`config.mk`:
```
export PLATFORM = sky130hd
export DESIGN_NAME = pll_ctrl_reg
export DESIGN_NICKNAME = d
export VERILOG_FILES = /design/src/rtl/pllc_pkg.sv /design/src/rtl/pllc_next.sv /design/src/rtl/pllc_lock_timer.sv /design/src/rtl/pll_ctrl_reg.sv
export SDC_FILE = /design/constraint.sdc
export NUM_CORES = 1
export LEC_CHECK = 0
export BUFFER_PORTS_ARGS = -buffer_cell sky130_fd_sc_hd__buf_4
export CORE_ASPECT_RATIO = 2
export CORE_UTILIZATION = 40
export DETAILED_ROUTE_END_ITERATION = 6
export GPL_ROUTABILITY_DRIVEN = 0
export PLACE_DENSITY_LB_ADDON = 0.1
export RECOVER_POWER = 100
export SLEW_MARGIN = 25
export SYNTH_ARGS = -nofsm -noshare
export SYNTH_HDL_FRONTEND = slang
export SYNTH_HIERARCHICAL = 1
export SYNTH_SLANG_ARGS = --single-unit
export TNS_END_PERCENT = 1
```
`constraint.sdc`:
```
create_clock -name clk -period 3.8 [get_ports clk]
set_input_delay 0.19 -clock clk [delete_from_list [all_inputs] [get_ports clk]]
set_output_delay 0.19 -clock clk [all_outputs]
set_load 0.005 [all_outputs]
```
`src/rtl/pllc_pkg.sv`:
```
package pllc_pkg;
   // Field positions are visible to software and to the read-back word.
   localparam int FB_LSB   = 16;
   localparam int FB_W     = 12;
   localparam int OD2_LSB  = 13;
   localparam int OD2_W    = 3;
   localparam int PD_BIT   = 12;
   localparam int OD1_LSB  = 8;
   localparam int OD1_W    = 3;
   localparam int IN_LSB   = 0;
   localparam int IN_W     = 6;
   localparam int LOST_BIT = 30;
   localparam int LOCK_BIT = 31;
   localparam int WORD_W   = 32;

   typedef struct packed {
      logic [FB_W-1:0]  fb;
      logic [OD2_W-1:0] od2;
      logic [OD1_W-1:0] od1;
      logic [IN_W-1:0]  indiv;
   } pll_div_t;

   function automatic pll_div_t word_to_div(input logic [WORD_W-1:0] w);
      pll_div_t d;
      d.fb    = w[FB_LSB  +: FB_W];
      d.od2   = w[OD2_LSB +: OD2_W];
      d.od1   = w[OD1_LSB +: OD1_W];
      d.indiv = w[IN_LSB  +: IN_W];
      return d;
   endfunction

   function automatic logic [WORD_W-1:0] make_word(input logic lock, input logic lost,
                                                   input logic pd, input pll_div_t d);
      logic [WORD_W-1:0] w;
      w = '0;
      w[LOCK_BIT]             = lock;
      w[LOST_BIT]             = lost;
      w[PD_BIT]               = pd;
      w[FB_LSB  +: FB_W]      = d.fb;
      w[OD2_LSB +: OD2_W]     = d.od2;
      w[OD1_LSB +: OD1_W]     = d.od1;
      w[IN_LSB  +: IN_W]      = d.indiv;
      return w;
   endfunction
endpackage

```
`src/rtl/pllc_next.sv`:
```
module pllc_next
   import pllc_pkg::*;
(
   input  logic              wr_en,
   input  logic [WORD_W-1:0] wr_data,
   input  pll_div_t          cur_div,
   input  logic              cur_pd,
   input  logic              cur_lost,
   output pll_div_t          nxt_div,
   output logic              nxt_pd,
   output logic              nxt_lost,
   output logic              restart
);
   pll_div_t w_div;
   logic     w_pd;
   logic     unused_bits;

   assign w_div       = word_to_div(wr_data);
   assign w_pd        = wr_data[PD_BIT];
   assign unused_bits = ^{wr_data[LOCK_BIT], wr_data[29:28], wr_data[11], wr_data[7:6]};

   always_comb begin
      nxt_div  = cur_div;
      nxt_pd   = cur_pd;
      nxt_lost = cur_lost;
      restart  = 1'b0;
      if (wr_en) begin
         nxt_div = w_div;
         nxt_pd  = w_pd;
         if (w_pd) begin
            nxt_lost = 1'b1;
            restart  = 1'b1;
         end else begin
            if (wr_data[LOST_BIT]) nxt_lost = 1'b0;
            // leaving power-down or retuning both restart the settle count
            restart = cur_pd | (w_div != cur_div);
         end
      end
   end
endmodule

```
`src/rtl/pllc_lock_timer.sv`:
```
module pllc_lock_timer #(
   parameter int unsigned LOCK_CYCLES = 64
) (
   input  logic clk,
   input  logic rst_n,
   input  logic hold,
   output logic locked
);
   generate
      if (LOCK_CYCLES == 0) begin : g_instant
         always_ff @(posedge clk) begin
            if (!rst_n) locked <= 1'b1;
            else        locked <= ~hold;
         end
      end else begin : g_count
         localparam int CNT_W = (LOCK_CYCLES > 1) ? $clog2(LOCK_CYCLES) : 1;
         localparam logic [CNT_W-1:0] LAST = CNT_W'(LOCK_CYCLES - 1);
         logic [CNT_W-1:0] cnt;

         always_ff @(posedge clk) begin
            if (!rst_n) begin
               cnt    <= '0;
               locked <= 1'b1;
            end else if (hold) begin
               cnt    <= '0;
               locked <= 1'b0;
            end else if (!locked) begin
               if (cnt == LAST) locked <= 1'b1;
               else             cnt    <= cnt + 1'b1;
            end
         end

         assert_lock_after_count_R4: assert property (@(posedge clk) disable iff (!rst_n)
            $rose(locked) |-> $past(cnt == LAST));
         assert_hold_blocks_lock_R4: assert property (@(posedge clk) disable iff (!rst_n)
            $rose(locked) |-> $past(!hold));
      end
   endgenerate
endmodule

```
`src/rtl/pll_ctrl_reg.sv`:
```
module pll_ctrl_reg
   import pllc_pkg::*;
#(
   parameter int unsigned       LOCK_CYCLES = 64,
   parameter logic [WORD_W-1:0] RESET_VAL   = 32'h0030_2102
) (
   input  logic              clk,
   input  logic              rst_n,
   input  logic              wr_en,
   input  logic [WORD_W-1:0] wr_data,
   output logic [WORD_W-1:0] rd_data,
   output logic              lock_o,
   output logic              pwrdn_o,
   output logic [FB_W-1:0]   fb_div_o,
   output logic [OD2_W-1:0]  out_div2_o,
   output logic [OD1_W-1:0]  out_div1_o,
   output logic [IN_W-1:0]   in_div_o
);
   localparam pll_div_t RST_DIV  = word_to_div(RESET_VAL);
   localparam logic     RST_LOST = RESET_VAL[LOST_BIT];

   generate
      if (RESET_VAL[PD_BIT]) begin : g_bad_reset
         $error("RESET_VAL must leave power-down clear so the PLL starts locked");
      end
   endgenerate

   pll_div_t div_q, nxt_div;
   logic     pd_q, nxt_pd;
   logic     lost_q, nxt_lost;
   logic     restart;
   logic     lock;

   pllc_next u_next (
      .wr_en    (wr_en),
      .wr_data  (wr_data),
      .cur_div  (div_q),
      .cur_pd   (pd_q),
      .cur_lost (lost_q),
      .nxt_div  (nxt_div),
      .nxt_pd   (nxt_pd),
      .nxt_lost (nxt_lost),
      .restart  (restart)
   );

   always_ff @(posedge clk) begin
      if (!rst_n) begin
         div_q  <= RST_DIV;
         pd_q   <= 1'b0;
         lost_q <= RST_LOST;
      end else begin
         div_q  <= nxt_div;
         pd_q   <= nxt_pd;
         lost_q <= nxt_lost;
      end
   end

   pllc_lock_timer #(.LOCK_CYCLES(LOCK_CYCLES)) u_timer (
      .clk    (clk),
      .rst_n  (rst_n),
      .hold   (restart | pd_q),
      .locked (lock)
   );

   assign lock_o     = lock;
   assign pwrdn_o    = pd_q;
   assign fb_div_o   = div_q.fb;
   assign out_div2_o = div_q.od2;
   assign out_div1_o = div_q.od1;
   assign in_div_o   = div_q.indiv;
   assign rd_data    = make_word(lock, lost_q, pd_q, div_q);

   assert_pd_write_R3: assert property (@(posedge clk) disable iff (!rst_n)
      (wr_en && wr_data[PD_BIT]) |=> (lost_q && !lock_o));
   assert_pd_keeps_unlocked_R3: assert property (@(posedge clk) disable iff (!rst_n)
      pd_q |-> !lock_o);
   assert_lost_rise_source_R3: assert property (@(posedge clk) disable iff (!rst_n)
      $rose(lost_q) |-> $past(wr_en && wr_data[PD_BIT]));
   assert_lost_clear_source_R7: assert property (@(posedge clk) disable iff (!rst_n)
      $fell(lost_q) |-> $past(wr_en && wr_data[LOST_BIT] && !wr_data[PD_BIT]));
   assert_retune_unlocks_R5: assert property (@(posedge clk) disable iff (!rst_n)
      (wr_en && !wr_data[PD_BIT] && (word_to_div(wr_data) != div_q)) |=> !lock_o);
   assert_lock_needs_run_R8: assert property (@(posedge clk) disable iff (!rst_n)
      $rose(lock_o) |-> $past(!pd_q));
endmodule

```
==> results of run 1 <==
==> area by class of cell <==
cell class                 instances  share of cell area
clock buffer                       7              0.0401
clock inverter                     1             0.00208
inverter                           2             0.00312
multi-input combinational        119               0.400
sequential                        33               0.275
tap                               55              0.0286
timing repair buffer              81               0.251
==> cell families after synthesis <==
logic type | after synthesis
AOI/OAI and AO/OA | 11
and+or+nand+nor | 51
other | 1
muxes | 27
buffers and inverters | 39
DFF | 33
adders and majority gates | 1
xor gates and xnor gates | 24
==> per-layer routing <==
metal / share of wire / vias to the layer above / global-route usage
met5: 0 / - / 0
met4: 0.013 / 0 / 0.0641
met3: 0.049 / 6 / 0.0401
met2: 0.56 / 52 / 0.279
met1: 0.37 / 659 / 0.156
li1: - / 698 / -
==> metrics by stage <==
step | instances | setup slack [ps]
3_3_place_gp | 290 | 1340
4_1_cts | 298 | 1290
2_1_floorplan | 191 | 1710
5_1_grt | 298 | 1130
3_5_place_dp | 290 | 1300
6_report | 298 | 1310
==> worst max-delay path, cell delays in order (launching register included) <==
cell	delay, ps
sky130_fd_sc_hd__dfxtp_1	330
sky130_fd_sc_hd__xor2_1	160
sky130_fd_sc_hd__nor4_1	450
sky130_fd_sc_hd__nand4_1	140
sky130_fd_sc_hd__o41a_1	420
sky130_fd_sc_hd__or2_2	280
sky130_fd_sc_hd__and2b_1	360
sky130_fd_sc_hd__o21ai_0	130
sky130_fd_sc_hd__a31oi_1	140
==> power by group <==
part / switching (mW) / internal [mW] / leakage (nW)
registers: 0.0190 / 0.364 / 0.272
clock network: 0.126 / 0.164 / 0.0542
logic: 0.0543 / 0.102 / 0.749
==> placed cells by master, fill, tap and decap left out, types with 2 or more instances in the layout <==
master and n:
sky130_fd_sc_hd__and2_1 4, sky130_fd_sc_hd__or2b_1 5, sky130_fd_sc_hd__buf_4 27, sky130_fd_sc_hd__nor4_1 4
sky130_fd_sc_hd__dfxtp_1 33, sky130_fd_sc_hd__and2_0 2, sky130_fd_sc_hd__xnor2_1 11, sky130_fd_sc_hd__nand2_1 6
sky130_fd_sc_hd__clkbuf_8 7, sky130_fd_sc_hd__nand3_1 2, sky130_fd_sc_hd__mux2_2 25, sky130_fd_sc_hd__nand4_1 3
sky130_fd_sc_hd__inv_1 2, sky130_fd_sc_hd__and2_2 15, sky130_fd_sc_hd__mux2i_1 2, sky130_fd_sc_hd__o21ai_0 4
sky130_fd_sc_hd__a31oi_1 2, sky130_fd_sc_hd__clkbuf_4 53, sky130_fd_sc_hd__xor2_1 13, sky130_fd_sc_hd__conb_1 5
==> sequential cells by signal, indices dropped and copies added, names as in the netlist <==
name and count:
out_div1_o 3, out_div2_o 3, in_div_o 6, lost_q 1, u_timer/g_count.cnt 6, u_timer/locked 1, fb_div_o 12, pwrdn_o 1
==> worst max path at each step <==
stage                                   endpoint  slack (ps)
after floorplan           u_timer/g_count.cnt[2]        1710
after global placement    u_timer/g_count.cnt[3]        1340
after detailed placement  u_timer/g_count.cnt[3]        1300
after CTS                 u_timer/g_count.cnt[3]        1290
after global routing      u_timer/g_count.cnt[2]        1130
final                     u_timer/g_count.cnt[3]        1310
==> results list, run 1 <==
- Critical path launch point type: flip-flop
- Violation count after the first detailed-route iteration: 36
- Setup repair after global routing left no endpoint under its margin.
* Worst clock skew on the final layout: 5.68 ps
* TritonCTS sink count: 33
- The layout has 455 filler cells.
* Max-slew headroom: -0.00501
- The initial utilization of the core area, before any placement, comes to 0.413.
* Clock period minus final worst setup slack: 2490 ps
* Design area: 0.00240 mm²
* Top cells by instance count after synthesis: 33 x sky130_fd_sc_hd__dfxtp_1, 32 x sky130_fd_sc_hd__buf_4, 25 x sky130_fd_sc_hd__mux2_2
- Worst min-delay path endpoint: fb_div_o[5]
- Post-Syn Instances: 187
* Area of combinational cells with multiple inputs: 962 µm²
- In this run the post-CTS setup repair buffer count came out at 0.
- Sorting the synthesized cells by area gives the leading types as sky130_fd_sc_hd__dfxtp_1 35%, sky130_fd_sc_hd__mux2_2 15%, sky130_fd_sc_hd__buf_4 13%.
- In the final layout, the share of cells above drive strength 1 is 0.539.
- The max-slew violation count is 29.
* Instance area at placement: 0.00231 mm²
- Leading cell type by number of instances after synthesis: sky130_fd_sc_hd__dfxtp_1
- Height of the die: 99.0 µm
- The number of gates resized after CTS was 0.
* Horizontal die dimension: 50.5 µm
* Quantity of I/O buffers inserted on ports: 81
- For this run, the number of Yosys warnings is 6.
- Class of the tightest hold or removal check: in -> reg
- Setup violations remaining at the end of the flow were counted as 0.
* Number of max-cap violations: 1
- Summed over all cells, the static leakage comes to 1.08 nW.
- Of the total synthesized cell area, the portion taken by XOR and XNOR cells is 0.112.
- Hold buffer count at cts: 0
* Post-route ant nets: 0
* Power, Total: 829 µW
- Synth top area share: 0.351
* Cell taking the most area after synthesis: sky130_fd_sc_hd__dfxtp_1
- Total via count in the routed design: 1415
- The worst setup path is of the reg -> reg kind.
- For this run, design rule violations remaining after detail routing come to 0.
- The die covers 0.00500 mm².
* Synth unique cells: 35
- Final design utilization: 0.528
- Share of synthesized registers carrying an async set or reset: 0
- Simple-gate portion of the synthesized area: 0.178
- Synthesized-area fraction occupied by adder cells: 0.00665
- Outcome: finished, violations left
* Total power per unit cell area: 345 mW/mm²
* Final sum of negative setup slack: 0 ps
- Worst hold start: wr_data[21]
- The tree is rooted in a sky130_fd_sc_hd__clkbuf_8.
- Most common flop cell mapped by yosys: sky130_fd_sc_hd__dfxtp_1
* DP Wirelength: 2670 µm
- During I/O placement, the number of pins put on the boundary was 93.
- The worst register-to-register path begins at out_div2_o[0].
- VDD sags by at most 0.000317 V.
* Highest Clock Rate: 0.401 GHz
- Flop and latch count out of synthesis: 33
- Maximum number of pins on one net before global-route repair: 29
- CTS Buf Count: 5
- Diodes inserted: 0
- WL/cell: 11.8 µm
* Vias in the first global route: 1328
- Number of failing hold endpoints at the final stage: 0
* Synth Area in Compound Gates: 0.0446
* Number of cells on the worst hold path: 3
- For this run, the detailed router's first-pass iteration total came to 4.
- Worst skew pair latency: 280 ps
- In this run the core area contains 35 standard-cell rows.
* Setup slack of the worst register-to-register path: 1310 ps
- Worst r2r dst: u_timer/g_count.cnt[3]
- Combined global-route utilization of all metal layers: 0.152
* TritonCTS clock tree: built
* Post-synth EDFFs: 0
- The first global-routing pass estimated 5750 µm of wire.
- Cell area after technology mapping: 0.00188 mm²
- The total overflow left after global routing is 0.
- Worst-path fanout max: 8
* Synth Area per Inst: 10.1 µm²
- After detailed routing, the number of vias per cell comes to 4.75.
* Final worst hold slack: 221 ps
- Combinational family with the most area after synthesis: simple AND/OR/NAND/NOR gates
- The clock tree synthesis step divided the H-tree into 2 levels.
- Endpoint class of the critical path: flip-flop
* R2R depth: 8
- For the pin with the worst max-slew slack, the measured transition is 1510 ps.
- At the worst endpoint, the arrival time is 2710 ps.
- The clock passes through at most 2 buffers.
- The final reports fail on max-capacitance violations, max-slew violations.
* Start point of the critical path: out_div2_o[0]
* Fraction of the yosys area taken by sequential cells: 0.351
* Post-layout net count: 278
- Clock-pin slew was measured on the worst setup and hold paths at 70 ps.
* Area of the placeable core: 0.00455 mm²
- Share of cell area taken by muxes after synthesis: 0.160
* Syn-to-layout area delta: 27.9%
- Final wirelength: 3530 µm
- Share of the clock period used by the worst path: 0.656
- The sequential cells in the finished layout cover a total of 661 µm².
- The number of antenna violations at the first check in global routing is 0.
- For the worst setup path, the data required time is 4020 ps.
No activity file was read; power rests on OpenSTA's default activity.
==> run 2, diff against run 1 <==
==> constraint.sdc (replaced) <==
create_clock -name clk -period 2.1 [get_ports clk]
set_input_delay 0.105 -clock clk [delete_from_list [all_inputs] [get_ports clk]]
set_output_delay 0.105 -clock clk [all_outputs]
set_load 0.005 [all_outputs]
==> run 2 against run 1 <==
The flow now finishes without violations. Critical endpoint is now u_timer/g_count.cnt[1]. Maximum frequency grew 19%. Combinational power grew 110%. Sequential power grew 80%. Non-clock buffer count grew 15. Clock skew shrank 1.1 ps. Die area is the same. Global-route usage grew 1.1 points. Via count grew 4.3%. Clock power grew 66%.
==> results list, run 2 (same netlist as run 1, synthesis figures left out) <==
* Switch share: 0.244
- 93 I/O pins were placed.
- STA classifies the critical path endpoint as a flip-flop.
- Maximum number of pins on one net before global-route repair: 29
- Sequential fraction of design power: 0.459
- Height of the die: 99.0 µm
- Crit Path Class: reg -> reg
- Registers take 664 µm².
- DRC Markers: 0
* Highest Clock Rate: 0.476 GHz
* Vias in the first global route: 1516
* Worst-path fanout max: 8
* Post-layout net count: 293
- R2R depth: 8
- Data on the critical path is required at its endpoint by 2310 ps.
- Summed over all nets, the switching power comes to 366 µW.
- The wire-length estimate of the detail-placed layout is 2890 µm.
- Final wirelength: 3850 µm
- P_leak: 1.17 nW
- Area of combinational cells with multiple inputs: 993 µm²
- TritonCTS clock tree: built
* TritonCTS sink count: 33
- The first global-routing pass estimated 6190 µm of wire.
* Most frequent cells in the layout: 95 x sky130_fd_sc_hd__buf_4, 30 x sky130_fd_sc_hd__dfxtp_1, 25 x sky130_fd_sc_hd__mux2_2, 15 x sky130_fd_sc_hd__and2_2, 12 x sky130_fd_sc_hd__xor2_1
* CTS clk-pin slew, worst paths: 70 ps
* Violation count after the first detailed-route iteration: 18
* Worst path slowest cell: sky130_fd_sc_hd__nor4_2
- The internal portion of the total power is 1.13 mW.
- STA classifies the critical path startpoint as a flip-flop.
* Design area: 0.00254 mm²
- Once placement finished, the instance area stood at 0.00242 mm².
* Layout fillers: 456
* RSZ-0062 raised after global routing: yes
* H-tree levels: 2
* Number of failing hold endpoints at the final stage: 0
- Maximum VDD drop: 0.000513 V
- Share of cells above drive strength 1: 0.595
- WL/cell: 12.3 µm
* Max clock buf depth: 2
- For this configuration, the core starts out at a cell density of 0.413.
* Syn-to-layout area delta: 35.1%
- Data arrival time of the critical path: 2310 ps
* Total power per unit cell area: 590 mW/mm²
- In this run the remaining antenna-violating nets after routing total 0.
- Root Buffer Master: sky130_fd_sc_hd__clkbuf_8
- Clock period minus final worst setup slack: 2100 ps
- Number of setup violations in the final report: 0
* Row Count: 35
- DRT Pass-1 Iters: 4
- Area of the die: 0.00500 mm²
- Number of antenna violations at the first check in global routing: 0
- Worst clock skew on the final layout: 4.62 ps
- The final route contains 1476 vias.
* Via density per instance: 4.73
* Number of max-cap violations: 0
- Across every metal layer, demand over resource in global routing totals 0.163.
- Diodes inserted: 0
* Area of the placeable core: 0.00455 mm²
- Clock Power Share: 0.321
* Max stage delay on crit path: 350 ps
- Class of the tightest hold or removal check: in -> reg
- Outcome: complete, no violations
- Worst skew pair latency: 280 ps
- Share of the clock period used by the worst path: 1.00
- Combinational group share of total power: 0.221
- Horizontal die dimension: 50.5 µm
- Commonest non-fill, non-tap cell in the layout: sky130_fd_sc_hd__buf_4
* Max FFs per register: 12
* CTS Buf Count: 5
- During placement, the flow inserted port buffers numbering 81.
- The max-slew violation count came to 0.
- Counting instances, the worst hold path has a depth of 3.
- Final design utilization: 0.558
* Congestion Overflow GR: 0
- Walking the worst path, the cells encountered are xor2_1, nor4_2, nand4_1, o41a_1, or2_4, and2b_4, nand2_1, mux2i_1.
## run 2: cell count changes in the layout (fill, tap and decap cells not counted), moves of 3 or more
cell                       before  now
sky130_fd_sc_hd__nor4_1         4    1
sky130_fd_sc_hd__clkbuf_4      53    1
sky130_fd_sc_hd__nor4_2         0    3
sky130_fd_sc_hd__dfxtp_2        0    3
sky130_fd_sc_hd__dfxtp_1       33   30
sky130_fd_sc_hd__buf_4         27   95
## run 2: worst max-delay path, delay by kind of cell, from the launching register on
family                    cells  cell delay [ps]
and+or+nand+nor               5             1070
DFF                           1              320
AOI/OAI and AO/OA             1              320
xor gates and xnor gates      1              160
muxes                         1              140
## run 2: layer usage
metal  GRT usage  up-vias  routed length, µm
li1            -      730                  -
met1       0.141      691               1340
met2       0.331       50               2260
met3      0.0401        5                185
met4      0.0641        0                 69
met5           0        -                  0
## run 2: cell type report
| class | instances | share of cell area |
|---|---|---|
| Sequential cell | 33 | 0.261 |
| Clock buffer | 7 | 0.0340 |
| Inverter | 2 | 0.00295 |
| Multi-Input combinational cell | 119 | 0.391 |
| Timing Repair Buffer | 96 | 0.284 |
| Tap cell | 55 | 0.0271 |
## run 2: metrics by stage
step	TNS, ps	worst slack [ps]	hold WS [ps]	instances	total power, mW
global placement	-1830	-351	429	305	1.03
floorplan	0	7.27	181	191	0.889
global route	-641	-155	143	312	1.58
CTS	-194	-53.5	138	312	1.53
finish	0	0.502	142	312	1.50
detailed placement	-2160	-407	433	305	1.03
## run 2: power by group through the flow
stage	clock network (mW)	logic, mW	registers [mW]
after detailed placement	0	0.328	0.701
after global routing	0.525	0.363	0.692
after global placement	0	0.325	0.700
after floorplan	0	0.183	0.706
final	0.481	0.331	0.688
after CTS	0.505	0.334	0.688
## run 2: path summary, 6_finish.rpt
path                          start                endpoint  slack, ps
max                     fb_div_o[1]  u_timer/g_count.cnt[1]        0.5
min                     wr_data[13]           out_div2_o[0]        140
max reg2reg             fb_div_o[1]  u_timer/g_count.cnt[1]        0.5
min reg2reg  u_timer/g_count.cnt[1]  u_timer/g_count.cnt[1]        510
## run 2: timing repair
| action | CTS | global route |
|---|---|---|
| hold buffers | 0 | 0 |
| pin swaps | 4 | 0 |
| cloned | 0 | 0 |
| resized for setup | 9 | 3 |
| setup endpoints to repair | 7 | 6 |
| buffers inserted | 0 | 0 |
